File: src/rtl/acq_pkg.sv
package acq_pkg;

  typedef enum logic [1:0] {
    START_SW   = 2'b00,
    START_SIN  = 2'b01,
    START_TRIG = 2'b10,
    START_GPIO = 2'b11
  } start_mode_e;

  // number of memory blocks for a buffer code, clamped at max_code
  function automatic int unsigned blocks_of(input int unsigned code,
                                            input int unsigned max_code);
    int unsigned c;
    c = (code > max_code) ? max_code : code;
    return 32'd1 << c;
  endfunction

  // occupancy at which the buffer reports full
  function automatic int unsigned full_limit(input int unsigned blocks,
                                             input logic keep_one);
    return keep_one ? blocks - 1 : blocks;
  endfunction

  // run qualification per start mode
  function automatic logic run_gate(input start_mode_e mode, input logic armed,
                                    input logic sin, input logic gpio,
                                    input logic started);
    logic g;
    case (mode)
      START_SW:   g = 1'b1;
      START_SIN:  g = sin;
      START_TRIG: g = started;
      default:    g = gpio;
    endcase
    return armed & g;
  endfunction

endpackage

File: src/rtl/acq_run_ctrl.sv
module acq_run_ctrl
  import acq_pkg::*;
#(
  parameter int TCNT_W = 16
) (
  input  logic              clk,
  input  logic              rst_n,
  input  logic              ctl_wr,
  input  logic              ctl_run,
  input  logic [1:0]        ctl_mode,
  input  logic              ctl_count_all,
  input  logic              sin_lvl,
  input  logic              gpio_lvl,
  input  logic              trg_in,
  input  logic              full,
  input  logic              clear,
  output logic              running,
  output logic              trg_edge,
  output logic              trg_accept,
  output logic              run_start,
  output logic [TCNT_W-1:0] tcnt
);

  logic        armed_q, started_q, trg_q, count_all_q;
  start_mode_e mode_q;
  logic        count_hit;

  assign trg_edge   = trg_in & ~trg_q;
  assign running    = run_gate(mode_q, armed_q, sin_lvl, gpio_lvl, started_q);
  assign trg_accept = running & trg_edge & ~full;
  assign run_start  = ctl_wr & ctl_run & ~armed_q;
  assign count_hit  = count_all_q ? (running & trg_edge) : trg_accept;

  always_ff @(posedge clk or negedge rst_n) begin
    if (!rst_n) begin
      armed_q     <= 1'b0;
      started_q   <= 1'b0;
      trg_q       <= 1'b0;
      count_all_q <= 1'b0;
      mode_q      <= START_SW;
      tcnt        <= '0;
    end else begin
      trg_q     <= trg_in;
      started_q <= armed_q && (mode_q == START_TRIG) && (started_q || trg_edge);
      if (ctl_wr) begin
        armed_q     <= ctl_run;
        mode_q      <= start_mode_e'(ctl_mode);
        count_all_q <= ctl_count_all;
      end
      if (clear)          tcnt <= '0;
      else if (count_hit) tcnt <= tcnt + 1'b1;
    end
  end

  // acceptance only inside a live, non-full run
  p_accept_in_run_r5: assert property (@(posedge clk) disable iff (!rst_n)
    trg_accept |-> (running && !full));

  // trigger counter frozen while stopped
  p_stopped_no_count_r5: assert property (@(posedge clk) disable iff (!rst_n)
    (!running && !clear) |=> $stable(tcnt));

  // the arming edge never becomes a trigger
  p_first_edge_dropped_r4: assert property (@(posedge clk) disable iff (!rst_n)
    (mode_q == START_TRIG && !started_q && trg_edge) |-> !trg_accept);

endmodule

File: src/rtl/acq_buf_track.sv
module acq_buf_track
  import acq_pkg::*;
#(
  parameter int CODE_W   = 4,
  parameter int MAX_CODE = 10,
  parameter int FREE_W   = 12
) (
  input  logic                clk,
  input  logic                rst_n,
  input  logic                clear,
  input  logic                ctl_wr,
  input  logic                ctl_keep_free,
  input  logic                code_wr,
  input  logic [CODE_W-1:0]   code_in,
  input  logic                free_wr,
  input  logic [FREE_W-1:0]   free_num,
  input  logic                evt_wr,
  input  logic                evt_rd,
  output logic                full,
  output logic                free_err,
  output logic [MAX_CODE:0]   occ
);

  localparam int OCC_W = MAX_CODE + 1;
  localparam int DEC_W = ((FREE_W > OCC_W) ? FREE_W : OCC_W) + 1;

  logic [CODE_W-1:0] code_q;
  logic              keep_q;
  logic [OCC_W-1:0]  blocks, limit;
  logic              inc;
  logic [DEC_W-1:0]  dec;
  logic              over;

  assign blocks = OCC_W'(blocks_of(int'(code_q), MAX_CODE));
  assign limit  = OCC_W'(full_limit(int'(blocks), keep_q));
  assign full   = (occ >= limit);
  assign inc    = evt_wr & ~full;
  assign dec    = DEC_W'(evt_rd) + (free_wr ? DEC_W'(free_num) : '0);
  assign over   = dec > DEC_W'(occ);

  always_ff @(posedge clk or negedge rst_n) begin
    if (!rst_n) begin
      code_q   <= '0;
      keep_q   <= 1'b0;
      occ      <= '0;
      free_err <= 1'b0;
    end else begin
      if (code_wr) code_q <= code_in;
      if (ctl_wr)  keep_q <= ctl_keep_free;
      if (clear) begin
        occ      <= '0;
        free_err <= 1'b0;
      end else if (over) begin
        occ      <= OCC_W'(inc);
        free_err <= 1'b1;
      end else begin
        occ <= occ + OCC_W'(inc) - OCC_W'(dec);
      end
    end
  end

  // never more occupied blocks than exist
  p_occ_cap_r7: assert property (@(posedge clk) disable iff (!rst_n)
    occ <= blocks);

  // a write into a full buffer with nothing leaving does not grow it
  p_full_drops_r7: assert property (@(posedge clk) disable iff (!rst_n)
    (full && evt_wr && !evt_rd && !free_wr && !clear && !code_wr && !ctl_wr)
      |=> (occ == $past(occ)));

  // any clear empties the buffer
  p_clear_empties_r12: assert property (@(posedge clk) disable iff (!rst_n)
    clear |=> (occ == '0 && !free_err));

endmodule

File: src/rtl/acq_run_buf_ctrl.sv
module acq_run_buf_ctrl
  import acq_pkg::*;
#(
  parameter int CODE_W   = 4,
  parameter int MAX_CODE = 10,
  parameter int FREE_W   = 12,
  parameter int IRQ_W    = 10,
  parameter int TCNT_W   = 16,
  localparam int OCC_W   = MAX_CODE + 1
) (
  input  logic              clk,
  input  logic              rst_n,
  input  logic              ctl_wr,
  input  logic              ctl_run,
  input  logic [1:0]        ctl_mode,
  input  logic              ctl_keep_free,
  input  logic              ctl_count_all,
  input  logic              bcode_wr,
  input  logic [CODE_W-1:0] bcode,
  input  logic              free_wr,
  input  logic [FREE_W-1:0] free_num,
  input  logic              sw_clear,
  input  logic [IRQ_W-1:0]  irq_level,
  input  logic              sin_lvl,
  input  logic              gpio_lvl,
  input  logic              trg_in,
  input  logic              evt_wr,
  input  logic              evt_rd,
  output logic              running,
  output logic              trg_accept,
  output logic              full,
  output logic              evt_ready,
  output logic              irq,
  output logic              free_err,
  output logic [OCC_W-1:0]  evt_stored,
  output logic [TCNT_W-1:0] trg_count
);

  localparam int CMP_W = ((IRQ_W > OCC_W) ? IRQ_W : OCC_W);

  logic run_start, trg_edge, mem_clear;

  assign mem_clear = sw_clear | bcode_wr | run_start;

  acq_run_ctrl #(.TCNT_W(TCNT_W)) u_run (
    .clk(clk), .rst_n(rst_n),
    .ctl_wr(ctl_wr), .ctl_run(ctl_run), .ctl_mode(ctl_mode),
    .ctl_count_all(ctl_count_all),
    .sin_lvl(sin_lvl), .gpio_lvl(gpio_lvl), .trg_in(trg_in),
    .full(full), .clear(mem_clear),
    .running(running), .trg_edge(trg_edge), .trg_accept(trg_accept),
    .run_start(run_start), .tcnt(trg_count)
  );

  acq_buf_track #(.CODE_W(CODE_W), .MAX_CODE(MAX_CODE), .FREE_W(FREE_W)) u_buf (
    .clk(clk), .rst_n(rst_n), .clear(mem_clear),
    .ctl_wr(ctl_wr), .ctl_keep_free(ctl_keep_free),
    .code_wr(bcode_wr), .code_in(bcode),
    .free_wr(free_wr), .free_num(free_num),
    .evt_wr(evt_wr), .evt_rd(evt_rd),
    .full(full), .free_err(free_err), .occ(evt_stored)
  );

  assign evt_ready = (evt_stored != '0);
  assign irq       = CMP_W'(evt_stored) > CMP_W'(irq_level);

  // an interrupt can only stand over a non-empty buffer
  p_irq_needs_data_r10: assert property (@(posedge clk) disable iff (!rst_n)
    irq |-> evt_ready);

  // event-ready rises only after an event was written
  p_ready_from_write_r10: assert property (@(posedge clk) disable iff (!rst_n)
    $rose(evt_ready) |-> $past(evt_wr));

endmodule

File: config.mk
export PLATFORM = sky130hd
export DESIGN_NAME = acq_run_buf_ctrl
export DESIGN_NICKNAME = d
export VERILOG_FILES = /design/src/rtl/acq_pkg.sv /design/src/rtl/acq_run_ctrl.sv /design/src/rtl/acq_buf_track.sv /design/src/rtl/acq_run_buf_ctrl.sv
export SDC_FILE = /design/constraint.sdc
export NUM_CORES = 1
export LEC_CHECK = 0
export BUFFER_PORTS_ARGS = -buffer_cell sky130_fd_sc_hd__buf_2
export CAP_MARGIN = 15
export CORE_AREA = 4 4 90 92
export CTS_CLUSTER_DIAMETER = 150
export CTS_CLUSTER_SIZE = 40
export DETAILED_ROUTE_END_ITERATION = 8
export DIE_AREA = 0 0 94 96
export PLACE_DENSITY_LB_ADDON = 0.1
export REMOVE_ABC_BUFFERS = 1
export SYNTH_ARGS = -nofsm -noshare
export SYNTH_HDL_FRONTEND = slang
export SYNTH_SLANG_ARGS = --single-unit
File: constraint.sdc
create_clock -name clk -period 3.6 [get_ports clk]
set_input_delay 0.18 -clock clk [delete_from_list [all_inputs] [get_ports clk]]
set_output_delay 0.18 -clock clk [all_outputs]
set_load 0.02 [all_outputs]
Yosys cells after proc, flatten, opt, wreduce, memory -nomap -nowiden
Index checks and enable logic that the tools add are counted.
Widths: inputs -> output; s select.
- add/subtract/negate cells: 5
- order comparisons: 4
- equal/unequal tests: 2
- shifts and indexed selects: 1
- multiplexer cells: 11
- bitwise logic cells: 12
- reduce and logical (&&, ||, !) cells: 7
- operators with widths (operator ; number):
    $mux 11 ; 3
    $mux 16 ; 2
    $shl 1x32->11 const A ; 1
    $add 16x1->16 const B ; 1
    $add 1x13->13 ; 1
    $gt 13x11->1 ; 1
    $mux 12 ; 1
    $add 11x1->11 ; 1
    $ge 11x11->1 ; 1
    $gt 11x10->1 ; 1
    $reduce_bool 11->1 ; 1
    $sub 11x1->11 const B ; 1
    $sub 11x11->11 ; 1
    $and 1x1->1 ; 7
    $gt 4x4->1 const B ; 1
    $mux 4 ; 1
    $reduce_bool 2->1 ; 2
    $mux 1 ; 3
    $not 1->1 ; 3
    $pmux 1 s3 ; 1
    $eq 2x1->1 const B ; 1
    $eq 2x2->1 const B ; 1
    $logic_and 1x1->1 ; 2
    $logic_not 2->1 ; 1
    other kinds (2) ; 3
- register bits: 39
- input port bits: 42
- output and inout bits: 33
- logic and storage cells: 52

Logic depth before layout (Yosys ltp)
Gate-level depths: netlist (run 1).
- depth in word-level cells: 12
- mapped depth: 22

Cells and area by module
Synthesis (run 1) repeated with hierarchy kept, for this count alone.
- cells, all modules: 430
- area, all modules: 3672.3 µm²
- by module, submodules not included (module ; instances ; cells an instance ; area an instance (µm²) ; sequential area each (µm²)):
    acq_buf_track ; 1 ; 274 ; 2247.2 ; 425.4
    acq_run_ctrl ; 1 ; 115 ; 1131.1 ; 550.5
    acq_run_buf_ctrl ; 1 ; 41 ; 294.0 ; 0.0

Least setup slack after synthesis (run 1)
Ideal clock, no wire load.
- path kind: reg-to-reg
- from: register u_buf.code_q[0]
- to: register u_buf.occ[10]
- library setup time: 0.101 ns
- data arrival time: 4.336 ns
- data required time: 3.499 ns
- setup slack: -0.837 ns
- stages on the path, launching flop included: 23
- clock period less this slack: 4.437 ns
- path through: dfrtp_1 clkbuf_1 nor2b_1 nand2_1 ha_1 nand2_1 mux2i_1 o22a_1 ha_1 nand4_1 a21oi_1 nor3_1 o21ai_0 nor2_1 ha_1 inv_1 fa_1 nor2b_1 o2111ai_1 nand3_1 o41ai_1 nor2_1 nor4_1
- word-level cells in the longest chain between the ends: 12
- RTL lines (item ; line ; text):
    start, declared ; acq_buf_track.sv:27 ; logic [CODE_W-1:0] code_q;
    start signal, assigned ; acq_buf_track.sv:48 ; if (code_wr) code_q <= code_in;
    $gt 4x4->1 ; acq_pkg.sv:14 ; c = (code > max_code) ? max_code : code;
    $mux 4 (*) ; acq_pkg.sv:14 ;
    $shl 1x32->11 (*) ; acq_pkg.sv:15 ; return 32'd1 << c;
    $sub 11x1->11 ; acq_pkg.sv:21 ; return keep_one ? blocks - 1 : blocks;
    $mux 11 (*) ; acq_pkg.sv:21 ;
    $ge 11x11->1 (*) ; acq_buf_track.sv:36 ; assign full = (occ >= limit);
    via full ; acq_run_buf_ctrl.sv:31 ; output logic full,
    $not 1->1 (*) ; acq_buf_track.sv:37 ; assign inc = evt_wr & ~full;
    $and 1x1->1 (*) ; acq_buf_track.sv:37 ;
    $add 11x1->11 (*) ; acq_buf_track.sv:57 ; occ <= occ + OCC_W'(inc) - OCC_W'(dec);
    $sub 11x11->11 (*) ; acq_buf_track.sv:57 ;
    $mux 11 (*) ; acq_buf_track.sv:53 ; end else if (over) begin
    $mux 11 (*) ; acq_buf_track.sv:50 ; if (clear) begin
    end signal, assigned ; acq_buf_track.sv:54 ; occ <= OCC_W'(inc);
    end signal, assigned ; acq_buf_track.sv:57 ;
    end, declared ; acq_buf_track.sv:21 ; output logic [MAX_CODE:0] occ
The timed path passes the listed nets; every way through them passes the cells marked *.
A chain may end at the register's enable or synchronous reset.

Worst setup path in the final report (run 1)
- from: register u_buf.code_q[0]
- to: register u_buf.occ[10]
- word-level cells in the longest chain between the ends: 12
- RTL lines (item ; line):
    $gt 4x4->1 ; acq_pkg.sv:14
    $mux 4 (*) ; acq_pkg.sv:14
    $shl 1x32->11 (*) ; acq_pkg.sv:15
    $sub 11x1->11 ; acq_pkg.sv:21
    $mux 11 (*) ; acq_pkg.sv:21
    $ge 11x11->1 (*) ; acq_buf_track.sv:36
    $not 1->1 (*) ; acq_buf_track.sv:37
    $and 1x1->1 (*) ; acq_buf_track.sv:37
    $add 11x1->11 (*) ; acq_buf_track.sv:57
    $sub 11x11->11 (*) ; acq_buf_track.sv:57
    $mux 11 (*) ; acq_buf_track.sv:53
    $mux 11 (*) ; acq_buf_track.sv:50
Mark *: on every way between the ends. The rest lies on a longest branch, timed or not.

==> results.toml, run 1 <==
[finish]
utilization_pct = 64.8
layout-drive-gt1-share_pct = 31.2
area.growth.synth_to_final_pct = 28.8
final_nets = 639
diodes = 0

[synthesis]
yosysUniqueCellTypes = 59
synth-main-ff-cell = "dfrtp_1"
synthArstFlopShare_pct = 100
synth-edff-count = 0
ys_ff_latch = 39
yosysWarnings = 0
synth_top_area_share_pct = 26.9
syn_area_per_cell_um2 = 8.48
synthesis.area_um2 = 3630
synth_cells = 428
yosys.area.top_type = "dfrtp_1"
synth_area_leaders = "dfrtp_1 (27%), ha_1 (19%), nor2_1 (5.1%)"
yosysSeqAreaShare_pct = 26.9
synth_most_common_cell = "ha_1"
synth_common_cells = "ha_1 (56), nor2_1 (49), inv_1 (47), dfrtp_1 (39), nand2_1 (30)"

[placed_design]
port-buffer-count = 74
dp_slack_ps = -311
gp_congestion = 0.863
hpwl_um = 7440

[grt]
grt_pass1_vias = 3372
grt_max_degree = 40
grt_antenna_before_repair = 0
groute.usage.overall_pct = 21.8
grt_overflow_total = 0
grt_pass1_wl_um = 15700

[routing]
vias_per_cell = 5.53
drcViolationCount = 0
dr.first_iter.drc_count = 134
drt_first_pass_iters = 5
top_layer = "met4"
wl_met2_um = 4810
vias = 3536
drt-met1-wl_um = 4520
totalWireLength_um = 9850
antenna_left = 0
wl_per_cell_um = 15.4
wl_met3_um = 381

[die]
core_area_um2 = 7210
ios = 75
die_w_um = 94
die_y_um = 96
rows = 31
die-area_um2 = 9020
start_util_pct = 50.3

[cts]
cts_buffer_depth = 2
path_clk_slew_ps = 80
cts.sink_count = 39
h-tree-depth = 2
clock_latency_ps = 300
numCtsBuffers = 5
cts_root_buf = "clkbuf_8"
cts_tree = "done"

[sta]
holdWs_ps = -3.14
hold_viol_final = 4
report.final.slew_viol_count = 0
relSlewSlack_pct = 39.5
clock_skew_ps = 9.97
fin_ws_ps = -35.1
max_freq_ghz = 0.275
grt_setup_unrepaired = "true"
period_share_pct = 101
setup_viol = 2
tightest_slew_ps = 907
post-route-min-period_ps = 3640

[worst_setup_path]
path_cells = "nor2b_4, nand2_2, ha_4, nand2_4, mux2i_1, o22a_1, ha_1, nand4_1, buf_4, o21ai_4, nand2_2, o21ai_2, nor2_1, ha_2, inv_2, fa_2, nor2b_2, o2111ai_2, nand3_2, o41ai_4, and3_1, nor4_2"
worstPathMaxFanout = 4
crit_top_cell = "nand2_2"
crit_path_end_kind = "flip-flop"
cp.arrival_ps = 3840
crit_required_ps = 3810
cpMaxStageDelayCell = "dfrtp_2"
crit_type = "reg -> reg"
slowest_delay_ps = 440
startpoint_type = "flip-flop"

[pwr]
p_leak_nw = 2.31
ir_drop_mv = 0.222
cellPowerDensity_nw_per_um2 = 356

[status]
violations = "negative hold slack, negative setup slack"
status = "finished, violations left"

[worst_hold_path]
hold_path_class = "in -> async"

[run]
drv_cap = 0
[worst max-delay path: cells and delay by family (launching register included)]
family | cells | cell delay [ps]
AND/OR/NAND/NOR | 10 | 1280
adder cells (fa/ha/maj) | 4 | 990
AO/OA/AOI/OAI | 5 | 510
flip-flops | 1 | 440
buffers and inverters | 2 | 180
multiplexers | 1 | 130
[through the flow]
step           TNS (ps)  instances  power (W)  cell area (um2)  hold WS (ps)
2_1_floorplan     -3180        418   0.000929             3580          -116
3_3_place_gp       -591        623    0.00117             4320           304
3_5_place_dp       -912        623    0.00118             4320           307
4_1_cts            -143        636    0.00161             4570          30.6
5_1_grt           -1110        640    0.00177             4670          67.9
6_report          -48.8        640    0.00166             4670         -3.14
[metal layers]
metal | up-vias | global-route usage, %
met3 | 15 | 3.44
met5 | - | 0
li1 | 1737 | -
met1 | 1707 | 29.2
met4 | 0 | 3.85
met2 | 77 | 37.8
[final cells by class]
class,instances,area [um2]
Clock buffer,6,82.6
Sequential cell,39,978
Timing Repair Buffer,115,681
Fill cell,653,2540
Multi-Input combinational cell,332,2590
Inverter,47,176
Tap cell,99,124
Clock inverter,2,38.8
[layout by cell type, fill, tap and decap left out, drive strengths merged, types with 4 or more instances in the layout]
| cell | count |
|---|---|
| a21oi | 21 |
| and3 | 4 |
| buf | 114 |
| clkbuf | 6 |
| dfrtp | 39 |
| ha | 56 |
| inv | 48 |
| mux2 | 9 |
| nand2 | 31 |
| nand2b | 4 |
| nand3 | 18 |
| nand4 | 15 |
| nor2 | 49 |
| nor2b | 4 |
| nor3 | 11 |
| nor4 | 6 |
| o21a | 6 |
| o21ai | 17 |
| o31ai | 7 |
| or4 | 5 |
| xnor2 | 9 |
| xor2 | 16 |
[worst paths after layout]
check | start | endpoint | slack (ps) | depth (start not counted)
max in group asynchronous | rst_n | u_buf.code_q[0] | 2980 | 1
max | u_buf.code_q[0] | u_buf.occ[10] | -40 | 22
min | rst_n | u_buf.occ[3] | -3 | 1
max reg2reg | u_buf.code_q[0] | u_buf.occ[10] | -40 | 22
min reg2reg | u_buf.free_err | u_buf.free_err | 540 | 2
min in group clk | ctl_mode[0] | u_run.mode_q[0] | 100 | 3
[flip-flops by register name (all words and copies together) (netlist names), 2 cells and up]
| name | cells |
|---|---|
| u_buf.code_q | 4 |
| u_buf.occ | 11 |
| u_run.mode_q | 2 |
| u_run.tcnt | 16 |
[logic make-up after synthesis]
group | after synthesis | share of synthesized area, %
flops | 39 | 26.9
compound gates | 78 | 15.5
buf+inv | 57 | 6.14
mux | 12 | 3.62
xor+xnor | 25 | 6.03
fa+ha+maj | 57 | 19.9
simple gates | 160 | 22.0
[report_power, final]
part	internal [W]	leakage [nW]	switching, W
Combinational	0.000357	1.73	0.000417
Sequential	0.000461	0.518	0.0000336
Clock	0.000228	0.0618	0.000167
Total	0.00105	2.31	0.000618
[timing repair]
item                                    in CTS  in global routing
buffers inserted                             4                  6
hold buffers                                 1                  0
endpoints found under the setup margin       4                  6
endpoints found under the hold margin        1                  0
pin swaps                                   18                 24
resized for setup                           25                 13
Power figures use the tool's default switching activity.
==> run 2: changes to the inputs <==
--- a/config.mk
+++ b/config.mk
@@ -12,8 +12,11 @@
 export CTS_CLUSTER_SIZE = 40
 export DETAILED_ROUTE_END_ITERATION = 8
 export DIE_AREA = 0 0 94 96
+export GPL_ROUTABILITY_DRIVEN = 1
 export PLACE_DENSITY_LB_ADDON = 0.1
+export RECOVER_POWER = 25
 export REMOVE_ABC_BUFFERS = 1
 export SYNTH_ARGS = -nofsm -noshare
 export SYNTH_HDL_FRONTEND = slang
 export SYNTH_SLANG_ARGS = --single-unit
+export TNS_END_PERCENT = 10
==> results.toml, run 2 (synthesis gave the netlist of run 1 again) <==
[status]
status = "finished, violations left"
violations = "max-capacitance violations, max-slew violations, negative setup slack"

[finish]
final_common_cell = "buf_2"
largest_register_ffs = 16
final_nets = 637
fillers = 659
finalNonFillerCells = 638
area.growth.synth_to_final_pct = 27.7
layout-drive-gt1-share_pct = 30.2
reg_top3 = "u_run.tcnt (16), u_buf.occ (11), u_buf.code_q (4)"
layout_common_cells = "buf_2 (72), ha_1 (53), inv_1 (46), nor2_1 (46), buf_4 (38)"
diodes = 0
regMostFlops = "u_run.tcnt"

[die]
start_util_pct = 50.3
core_area_um2 = 7210
rows = 31
ios = 75
die_y_um = 96
die_w_um = 94
die-area_um2 = 9020

[sta]
relSlewSlack_pct = -44.7
setup_tns_ps = -165
tightest_slew_ps = 2170
grt_setup_unrepaired = "true"
setup_viol = 2
max_freq_ghz = 0.269
fin_ws_ps = -112
clock_skew_ps = 9.91
post-route-min-period_ps = 3710
hold_viol_final = 0
period_share_pct = 103
report.final.slew_viol_count = 40

[grt]
grt_max_degree = 40
grt_antenna_before_repair = 0
grt_pass1_wl_um = 15700
grt_overflow_total = 0
grt_pass1_vias = 3372
groute.usage.overall_pct = 21.8

[worst_setup_path]
crit_type = "reg -> reg"
startpoint_type = "flip-flop"
cp.arrival_ps = 3920
crit_path_end_kind = "flip-flop"
worstPathMaxFanout = 3
crit_required_ps = 3810

[run]
drv_cap = 1

[routing]
dr.first_iter.drc_count = 140
wl_per_cell_um = 15.2
totalWireLength_um = 9720
drcViolationCount = 0
vias = 3497
vias_per_cell = 5.48
antenna_left = 0
drt_first_pass_iters = 6

[pwr]
internal-power_w = 0.00104
switching_power_w = 0.000606
p_comb_share_pct = 45.8
pwr-share-clk_pct = 24.1
ir_drop_mv = 0.216
cellPowerDensity_nw_per_um2 = 354
swShare_pct = 36.9
pwr-share-seq_pct = 30.1
p_leak_nw = 2.28

[placed_design]
port-buffer-count = 74
dp_slack_ps = -311
gp_congestion = 0.863
dp.cells = 623
hpwl_um = 7440

[worst_hold_path]
hold_path_class = "in -> reg"

[cts]
cts.sink_count = 39
cts_root_buf = "clkbuf_8"
h-tree-depth = 2
cts_tree = "done"
clock_latency_ps = 300
cts_buffer_depth = 2
path_clk_slew_ps = 80
numCtsBuffers = 5
run 2: power groups by stage:
stage	Clock [W]	Combinational [W]	Sequential (W)
2_1_floorplan	0	0.000413	0.000516
3_3_place_gp	0	0.000670	0.000498
3_5_place_dp	0	0.000679	0.000498
4_1_cts	0.000401	0.000720	0.000493
5_1_grt	0.000419	0.000831	0.000499
6_report	0.000395	0.000752	0.000495
run 2: layer usage:
| metal | vias to the layer above | track usage, % | wire [um] |
|---|---|---|---|
| met4 | 0 | 3.85 | 112 |
| met1 | 1700 | 29.2 | 4570 |
| met3 | 11 | 3.44 | 329 |
| met5 | - | 0 | 0 |
| li1 | 1731 | - | - |
| met2 | 55 | 37.8 | 4710 |
run 2: metrics by stage:
step | util [%] | instance area [um2] | hold WS [ps] | power [W]
2_1_floorplan | - | 3580 | -116 | 0.000929
3_3_place_gp | 59.8 | 4320 | 304 | 0.00117
3_5_place_dp | 59.8 | 4320 | 307 | 0.00118
4_1_cts | 63.4 | 4570 | 30.6 | 0.00161
5_1_grt | 64.2 | 4630 | 119 | 0.00175
6_report | 64.2 | 4630 | 100 | 0.00164
run 2: final cells by class:
cell class / count / area [um2] / share of cell area [%]
tap: 99 / 124 / 2.67
clock inverter: 2 / 38.8 / 0.837
multi-input combinational: 332 / 2570 / 55.5
clock buffer: 6 / 82.6 / 1.78
sequential: 39 / 978 / 21.1
timing repair buffer: 113 / 663 / 14.3
inverter: 47 / 176 / 3.81
run 2: worst max-delay path, cell delays in order (launching register included):
cell and delay (ps):
dfrtp_1 420, nor2_4 170, nand2_2 100, ha_4 180, buf_4 130, a21oi_1 120, a21oi_1 90, ha_1 230
a2111oi_4 340, o21ai_2 100, nand2_1 90, o21ai_2 60, nor2_1 120, ha_2 200, buf_4 110, a21oi_2 50
o211ai_1 280, o41ai_2 100, buf_4 150, or4bb_1 460, a31oi_1 160
run 2: final timing paths:
path	start	to	slack, ps	depth (start not counted)
setup / recovery	u_buf.code_q[2]	u_buf.occ[9]	-110	20
hold / removal	ctl_mode[0]	u_run.mode_q[0]	100	3
setup reg to reg	u_buf.code_q[2]	u_buf.occ[9]	-110	20
hold reg to reg	u_buf.free_err	u_buf.free_err	530	2
max in group asynchronous	rst_n	u_buf.code_q[0]	1700	1
min in group asynchronous	rst_n	u_buf.occ[3]	500	1
run 2: timing repair:
item / 4_1_cts / 5_1_grt
pin swaps: 18 / 19
gates resized for setup: 25 / 9
endpoints found under the hold margin: 1 / 0
setup buffers: 4 / 3
hold buffers: 1 / 0
endpoints found under the setup margin: 4 / 6
